## src/rtl/rl_pkg.sv

```systemverilog
package rl_pkg;
  localparam int DW = 32;

  localparam logic [11:0] OFF_STAT    = 12'h000;
  localparam logic [11:0] OFF_PTR     = 12'h100;
  localparam logic [11:0] OFF_PTR_SET = 12'h104;
  localparam logic [11:0] OFF_PTR_CLR = 12'h108;
  localparam logic [11:0] OFF_PTR_TOG = 12'h10C;

  typedef enum logic [2:0] {
    ST_IDLE, ST_RUN, ST_FETCH, ST_IRQ, ST_RESTART
  } ctl_state_e;

  // Slots the reload never touches: status, coefficients, pointer, version.
  function automatic logic slot_excluded(input int idx);
    return (idx == 0) || (idx >= 8 && idx <= 10) || (idx == 13) || (idx == 15);
  endfunction

  // Odd slots carry two reserved 5-bit fields at the top of each half-word.
  function automatic logic [DW-1:0] slot_keep(input int idx);
    return (idx % 2 == 1) ? 32'h07FF_07FF : 32'hFFFF_FFFF;
  endfunction

  function automatic logic [DW-1:0] slot_addr(input logic [DW-1:0] base, input int idx);
    return base + (32'(idx) << 2);
  endfunction
endpackage

```

## src/rtl/rl_ptr_reg.sv

```systemverilog
module rl_ptr_reg import rl_pkg::*; (
  input  logic          clk,
  input  logic          rst_n,
  input  logic          wr_norm,
  input  logic          wr_clr,
  input  logic [DW-1:0] wdata,
  input  logic          fetching,
  input  logic          fetch_start,
  input  logic          fetch_done,
  output logic [DW-1:0] ptr_q,
  output logic          pend_q
);
  logic held_q, held_d, pend_d;

  always_comb begin
    pend_d = pend_q;
    held_d = held_q;
    if (fetch_start) held_d = 1'b0;
    if (fetch_done)  pend_d = held_q;
    if (wr_norm) begin
      pend_d = 1'b1;
      if (fetching) held_d = 1'b1;
    end
    if (wr_clr) begin
      pend_d = 1'b0;
      held_d = 1'b0;
    end
  end

  always_ff @(posedge clk or negedge rst_n) begin
    if (!rst_n) begin
      ptr_q  <= '0;
      pend_q <= 1'b0;
      held_q <= 1'b0;
    end else begin
      if (wr_norm) ptr_q <= wdata;
      pend_q <= pend_d;
      held_q <= held_d;
    end
  end

  AST_WRITE_ARMS: assert property (@(posedge clk) disable iff (!rst_n)
    wr_norm |=> pend_q && ptr_q == $past(wdata));
  AST_CLEAR_CANCELS: assert property (@(posedge clk) disable iff (!rst_n)
    wr_clr |=> !pend_q);
endmodule

```

## src/rtl/rl_fetch.sv

```systemverilog
module rl_fetch import rl_pkg::*; #(
  parameter int NREG = 16
) (
  input  logic                 clk,
  input  logic                 rst_n,
  input  logic                 start,
  input  logic [DW-1:0]        base_in,
  output logic                 req_valid,
  output logic [DW-1:0]        req_addr,
  input  logic                 req_ready,
  input  logic                 rsp_valid,
  input  logic [DW-1:0]        rsp_data,
  output logic                 wr_en,
  output logic [$clog2(NREG)-1:0] wr_idx,
  output logic [DW-1:0]        wr_data,
  output logic                 done
);
  localparam int IW = $clog2(NREG);
  localparam logic [IW-1:0] LAST = IW'(NREG - 1);

  logic          active_q, wait_q, take;
  logic [IW-1:0] idx_q;
  logic [DW-1:0] base_q;

  assign req_valid = active_q && !wait_q;
  assign req_addr  = slot_addr(base_q, int'(idx_q));
  assign take      = active_q && wait_q && rsp_valid;
  assign done      = take && (idx_q == LAST);
  assign wr_en     = take;
  assign wr_idx    = idx_q;
  assign wr_data   = rsp_data;

  always_ff @(posedge clk or negedge rst_n) begin
    if (!rst_n) begin
      active_q <= 1'b0;
      wait_q   <= 1'b0;
      idx_q    <= '0;
      base_q   <= '0;
    end else if (start) begin
      active_q <= 1'b1;
      wait_q   <= 1'b0;
      idx_q    <= '0;
      base_q   <= base_in;
    end else begin
      if (req_valid && req_ready) wait_q <= 1'b1;
      if (take) begin
        wait_q <= 1'b0;
        idx_q  <= idx_q + IW'(1);
        if (done) active_q <= 1'b0;
      end
    end
  end

  AST_REQ_HELD: assert property (@(posedge clk) disable iff (!rst_n)
    req_valid && !req_ready |=> req_valid && $stable(req_addr));
  AST_ONE_OUTSTANDING: assert property (@(posedge clk) disable iff (!rst_n)
    req_valid && req_ready |=> !req_valid);
endmodule

```

## src/rtl/rl_cfg_bank.sv

```systemverilog
module rl_cfg_bank import rl_pkg::*; #(
  parameter int NREG = 16
) (
  input  logic                    clk,
  input  logic                    rst_n,
  input  logic                    wr_en,
  input  logic [$clog2(NREG)-1:0] wr_idx,
  input  logic [DW-1:0]           wr_data,
  output logic [NREG*DW-1:0]      cfg_o
);
  localparam int IW = $clog2(NREG);

  for (genvar g = 0; g < NREG; g++) begin : g_slot
    if (slot_excluded(g)) begin : g_fixed
      assign cfg_o[g*DW +: DW] = '0;
    end else begin : g_load
      logic [DW-1:0] r_q;
      always_ff @(posedge clk or negedge rst_n) begin
        if (!rst_n)                             r_q <= '0;
        else if (wr_en && wr_idx == IW'(g))     r_q <= wr_data & slot_keep(g);
      end
      assign cfg_o[g*DW +: DW] = r_q;
    end
  end
endmodule

```

## src/rtl/frame_reload_ctrl.sv

```systemverilog
module frame_reload_ctrl import rl_pkg::*; #(
  parameter int NREG = 16
) (
  input  logic                 clk,
  input  logic                 rst_n,
  input  logic                 sw_wr_i,
  input  logic [11:0]          sw_addr_i,
  input  logic [31:0]          sw_wdata_i,
  input  logic                 start_i,
  input  logic                 frame_done_i,
  output logic                 mem_req_valid_o,
  output logic [31:0]          mem_req_addr_o,
  input  logic                 mem_req_ready_i,
  input  logic                 mem_rsp_valid_i,
  input  logic [31:0]          mem_rsp_data_i,
  output logic [NREG*32-1:0]   cfg_o,
  output logic                 frame_start_o,
  output logic                 running_o,
  output logic                 irq_o,
  output logic                 irq_sticky_o,
  output logic                 pending_o,
  output logic [31:0]          ptr_o
);
  localparam int IW = $clog2(NREG);

  ctl_state_e    st_q, st_d;
  logic          wr_norm, wr_clr, wr_set_tog, wr_stat_clr;
  logic          boundary, arm_now, fetching, fetch_start, fetch_done;
  logic          fw_en, sticky_q, pend_q;
  logic [IW-1:0] fw_idx;
  logic [31:0]   fw_data, base_sel, ptr_q;

  // Decoded software events, named for the assertions.
  assign wr_norm     = sw_wr_i && sw_addr_i == OFF_PTR;
  assign wr_clr      = sw_wr_i && sw_addr_i == OFF_PTR_CLR;
  assign wr_set_tog  = sw_wr_i && (sw_addr_i == OFF_PTR_SET || sw_addr_i == OFF_PTR_TOG);
  assign wr_stat_clr = sw_wr_i && sw_addr_i == OFF_STAT && sw_wdata_i[0];

  assign fetching    = st_q == ST_FETCH;
  assign boundary    = st_q == ST_RUN && frame_done_i;
  assign arm_now     = wr_norm || (pend_q && !wr_clr);
  assign fetch_start = (st_q == ST_IDLE && wr_norm) || (boundary && arm_now);
  assign base_sel    = wr_norm ? sw_wdata_i : ptr_q;

  always_comb begin
    st_d = st_q;
    unique case (st_q)
      ST_IDLE:    if (wr_norm) st_d = ST_FETCH;
                  else if (start_i) st_d = ST_RESTART;
      ST_RUN:     if (frame_done_i) st_d = fetch_start ? ST_FETCH : ST_IDLE;
      ST_FETCH:   if (fetch_done) st_d = ST_IRQ;
      ST_IRQ:     st_d = ST_RESTART;
      ST_RESTART: st_d = ST_RUN;
      default:    st_d = ST_IDLE;
    endcase
  end

  always_ff @(posedge clk or negedge rst_n) begin
    if (!rst_n) begin
      st_q     <= ST_IDLE;
      sticky_q <= 1'b0;
    end else begin
      st_q <= st_d;
      if (st_q == ST_IRQ)   sticky_q <= 1'b1;
      else if (wr_stat_clr) sticky_q <= 1'b0;
    end
  end

  assign frame_start_o = st_q == ST_RESTART;
  assign running_o     = st_q == ST_RUN;
  assign irq_o         = st_q == ST_IRQ;
  assign irq_sticky_o  = sticky_q;
  assign pending_o     = pend_q;
  assign ptr_o         = ptr_q;

  rl_ptr_reg u_ptr (
    .clk(clk), .rst_n(rst_n), .wr_norm(wr_norm), .wr_clr(wr_clr),
    .wdata(sw_wdata_i), .fetching(fetching), .fetch_start(fetch_start),
    .fetch_done(fetch_done), .ptr_q(ptr_q), .pend_q(pend_q)
  );

  rl_fetch #(.NREG(NREG)) u_fetch (
    .clk(clk), .rst_n(rst_n), .start(fetch_start), .base_in(base_sel),
    .req_valid(mem_req_valid_o), .req_addr(mem_req_addr_o),
    .req_ready(mem_req_ready_i), .rsp_valid(mem_rsp_valid_i),
    .rsp_data(mem_rsp_data_i), .wr_en(fw_en), .wr_idx(fw_idx),
    .wr_data(fw_data), .done(fetch_done)
  );

  rl_cfg_bank #(.NREG(NREG)) u_bank (
    .clk(clk), .rst_n(rst_n), .wr_en(fw_en), .wr_idx(fw_idx),
    .wr_data(fw_data), .cfg_o(cfg_o)
  );

  AST_IDLE_FETCH: assert property (@(posedge clk) disable iff (!rst_n)
    st_q == ST_IDLE && wr_norm |=> mem_req_valid_o);
  AST_ALIAS_INERT: assert property (@(posedge clk) disable iff (!rst_n)
    st_q == ST_IDLE && wr_set_tog |=> !mem_req_valid_o && !pending_o);
  AST_DONE_TO_IRQ: assert property (@(posedge clk) disable iff (!rst_n)
    fetch_done |=> irq_o);
  AST_IRQ_TO_START: assert property (@(posedge clk) disable iff (!rst_n)
    irq_o |=> frame_start_o && !irq_o);
  AST_STICKY_SET: assert property (@(posedge clk) disable iff (!rst_n)
    irq_o |=> irq_sticky_o);
  AST_NO_ARM_IDLE: assert property (@(posedge clk) disable iff (!rst_n)
    boundary && !arm_now |=> !running_o && !frame_start_o);
endmodule

```

## config.mk

```make
export PLATFORM = sky130hd
export DESIGN_NAME = frame_reload_ctrl
export DESIGN_NICKNAME = d
export VERILOG_FILES = /design/src/rtl/rl_pkg.sv /design/src/rtl/rl_ptr_reg.sv /design/src/rtl/rl_fetch.sv /design/src/rtl/rl_cfg_bank.sv /design/src/rtl/frame_reload_ctrl.sv
export SDC_FILE = /design/constraint.sdc
export NUM_CORES = 1
export LEC_CHECK = 0
export ABC_AREA = 1
export BUFFER_PORTS_ARGS = -buffer_cell sky130_fd_sc_hd__buf_2
export CAP_MARGIN = 20
export CORE_AREA = 2 2 256 258
export DETAILED_ROUTE_END_ITERATION = 12
export DIE_AREA = 0 0 258 260
export PLACE_DENSITY_LB_ADDON = 0.25
export SLEW_MARGIN = 30
export SYNTH_ARGS = -nofsm -noshare
export SYNTH_HDL_FRONTEND = slang
export SYNTH_SLANG_ARGS = --single-unit
```

## constraint.sdc

```tcl
create_clock -name clk -period 2.7 [get_ports clk]
set_input_delay 0.27 -clock clk [delete_from_list [all_inputs] [get_ports clk]]
set_output_delay 0.27 -clock clk [all_outputs]
set_load 0.1 [all_outputs]
```

==> results.sh <==
export IMPL_clock_sinks=346
export IMPL_maxCapViolations=0
export IMPL_cts_tree="done"
export IMPL_synth_area_um2=15500
export IMPL_synth_avg_cell_area_um2=9.25
export IMPL_r2r_end="u_bank.g_slot[14].g_load.r_q[15]"
export IMPL_yosysWarnings=0
export IMPL_skew_ns=0.0420
export IMPL_ff2ff_path_depth=8
export IMPL_grt_max_degree=69
export IMPL_syn_inst=1675
export IMPL_worst_ep_required_time_ns=2.43
export IMPL_htree_levels=2
export IMPL_core_um2=64100
export IMPL_synthArstFlopShare=1.00
export IMPL_grt_pass1_wl_um=75200
export IMPL_io_buffers=422
export IMPL_path_class="reg -> out"
export IMPL_regArea_um2=8660
export IMPL_hold_viol=0
export IMPL_synth_seq_cells=346
export IMPL_synth_top_area_share=0.559
export IMPL_holdCritStartpoint="sw_addr_i[10]"
export IMPL_die_area_um2=67100
export IMPL_clockRootBuffer="clkbuf_16"
export IMPL_hold_class="in -> reg"
export IMPL_final_cell_mix="buf_2 (393), dfrtp_1 (342), nand2_1 (269)"
export IMPL_synth_cell_types=32
export IMPL_cp_data_arrival_time_ns=2.57
export IMPL_synthFlopType="dfrtp_1"
export IMPL_clock_path_buffers=3
export IMPL_setup_worst_path_start_class="flop"
export IMPL_synth_edf_count=0
export IMPL_synthTopCellsByArea="dfrtp_1 (56%), buf_4 (12%), a21oi_1 (7.0%)"
export IMPL_crit_path_end_kind="output pin"
export IMPL_place_congestion=0.859
export IMPL_io_pins=665
export IMPL_tightest_slew_ns=0.754
export IMPL_rr_startpoint="u_fetch.wr_idx[0]"
export IMPL_grt_usage=0.145
export IMPL_die_h_um=260
export IMPL_synth_seq_area_share=0.559
export IMPL_die_w_um=258
export IMPL_start_util=0.242
export IMPL_finalCritPeriodShare=1.05
export IMPL_slew_headroom=0.494
export IMPL_drt_wl_total_um=50300
export IMPL_fmax_mhz=352
export IMPL_path_max_fanout=4
export IMPL_firstDrtPassIters=4
export IMPL_cts_buffers=42
export IMPL_num_vias=12151
export IMPL_routedWlPerCell_um=16.4
export IMPL_synth_largest_area_cell="dfrtp_1"
export IMPL_setup_viol=10
export IMPL_fillers=6706
export IMPL_hold_end="irq_sticky_o"
export IMPL_drc=0
export IMPL_gr_total_overflow=0
export IMPL_outcome="finished, violations left"
export IMPL_multi_input_area_um2=5800
export IMPL_startpoint="u_fetch.base_q[2]"
export IMPL_dp_worst_setup_slack_ns=0.163
export IMPL_violations="negative setup slack"
export IMPL_clk_latency_ns=0.57
export IMPL_layout_setup_ws_ns=-0.141
export IMPL_hold_depth=5
export IMPL_mostFrequentLayoutCell="buf_2"
export IMPL_fin_nets=2259
export IMPL_num_rows=93
export IMPL_setup_tns_ns=-1.04
export IMPL_grt_antenna_before_repair=0
export IMPL_drive_above_1_share=0.287
export IMPL_clk_pin_slew_worst_paths_ns=0.06
export IMPL_slew_viol_final=0
export IMPL_vias_per_cell=3.97
export IMPL_min_period_ns=2.84
export IMPL_finalHoldWorstSlack_ns=0.0514
export IMPL_area_delta_synth_final_pct=34.6
export IMPL_place_hpwl_um=36200
export IMPL_r2r_setup_slack_ns=0.58
export IMPL_final_antenna_net_count=0
export IMPL_rsz0062_at_grt="true"
export IMPL_grt_pass1_vias=12266
export IMPL_drt_iter0_drc=556
## synthesized netlist by cell type (3+ instances only)
| cell | count |
|---|---|
| a21oi_1 | 216 |
| buf_2 | 34 |
| buf_4 | 250 |
| buf_6 | 6 |
| clkbuf_1 | 19 |
| clkinv_1 | 23 |
| dfrtp_1 | 346 |
| ha_1 | 8 |
| inv_1 | 62 |
| nand2_1 | 282 |
| nand3_1 | 17 |
| nand4_1 | 8 |
| nor2_1 | 243 |
| nor2_2 | 4 |
| nor3_1 | 18 |
| nor3_4 | 3 |
| nor4_4 | 3 |
| o21ai_0 | 92 |
| xor2_1 | 24 |
## flip-flops by register name, indices dropped and copies added (netlist names)
name,flops
irq_sticky_o,1
u_fetch.wr_idx,4
u_fetch.wait_q,1
u_ptr.ptr_q,32
u_fetch.active_q,1
u_bank.g_slot.g_load.r_q,270
u_fetch.base_q,32
u_ptr.held_q,1
u_ptr.pend_q,1
st_q,3
## metal layers
layer / global-route usage / vias up / wire length [µm]
li1: - / 5829 / -
met1: 0.176 / 5826 / 20500
met2: 0.243 / 419 / 24500
met3: 0.0488 / 77 / 3990
met4: 0.0495 / 0 / 1350
met5: 0 / - / 0
## cells by family (layout without fill, tap and decap cells)
family | Yosys count | count (layout) | synth area share
xor+xnor | 26 | 26 | 0.0147
other cells | 1 | 247 | 0.000242
buf+inv | 397 | 681 | 0.162
simple gates | 586 | 586 | 0.155
compound gates | 310 | 310 | 0.101
fa+ha+maj | 9 | 9 | 0.00775
flops | 346 | 346 | 0.559
## worst max-delay path: stages, from the launching register on
cell     delay, ns
dfrtp_1       0.35
ha_2          0.20
inv_2         0.05
fa_2          0.38
o21ai_4       0.21
buf_6         0.16
nand2_4       0.05
nor2_4        0.13
buf_6         0.13
xor2_4        0.15
buf_12        0.19
## stage by stage
| step | instance area (µm²) | util | cells |
|---|---|---|---|
| floorplan | 16600 | - | 1916 |
| global placement | 18500 | 0.288 | 2920 |
| global route | 20800 | 0.325 | 3055 |
| detailed placement | 18500 | 0.288 | 2920 |
| CTS | 20600 | 0.321 | 3047 |
| finish | 20900 | 0.325 | 3060 |
## how the worst max path moves through the flow
stage                         end  slack, ns  cells past startpoint
2_1_floorplan  mem_req_addr_o[20]      -0.48                      9
3_3_place_gp   mem_req_addr_o[20]       0.20                     10
3_5_place_dp   mem_req_addr_o[20]       0.16                     10
4_1_cts        mem_req_addr_o[28]      -0.20                     10
5_1_grt        mem_req_addr_o[30]      -0.27                     10
6_report        mem_req_addr_o[8]      -0.14                     10
## cell type report
type	instances	area share
repair buffers	516	0.169
diodes	5	0.000600
multi-input cells	1173	0.278
well taps	855	0.0513
clock inverters	15	0.0115
clock buffers	62	0.0583
inverters	88	0.0160
flip-flops and latches	346	0.415
## repair_timing
| action | in CTS | in global routing |
|---|---|---|
| setup buffers | 6 | 8 |
| endpoints found under the hold margin | 207 | 0 |
| endpoints found under the setup margin | 25 | 27 |
| resized for setup | 42 | 43 |
| hold buffers | 44 | 0 |
| pin swaps | 11 | 11 |
Power is left out: the tool's default activity adds up to more than one toggle a clock period on the data nets, which glitch-free logic cannot reach.
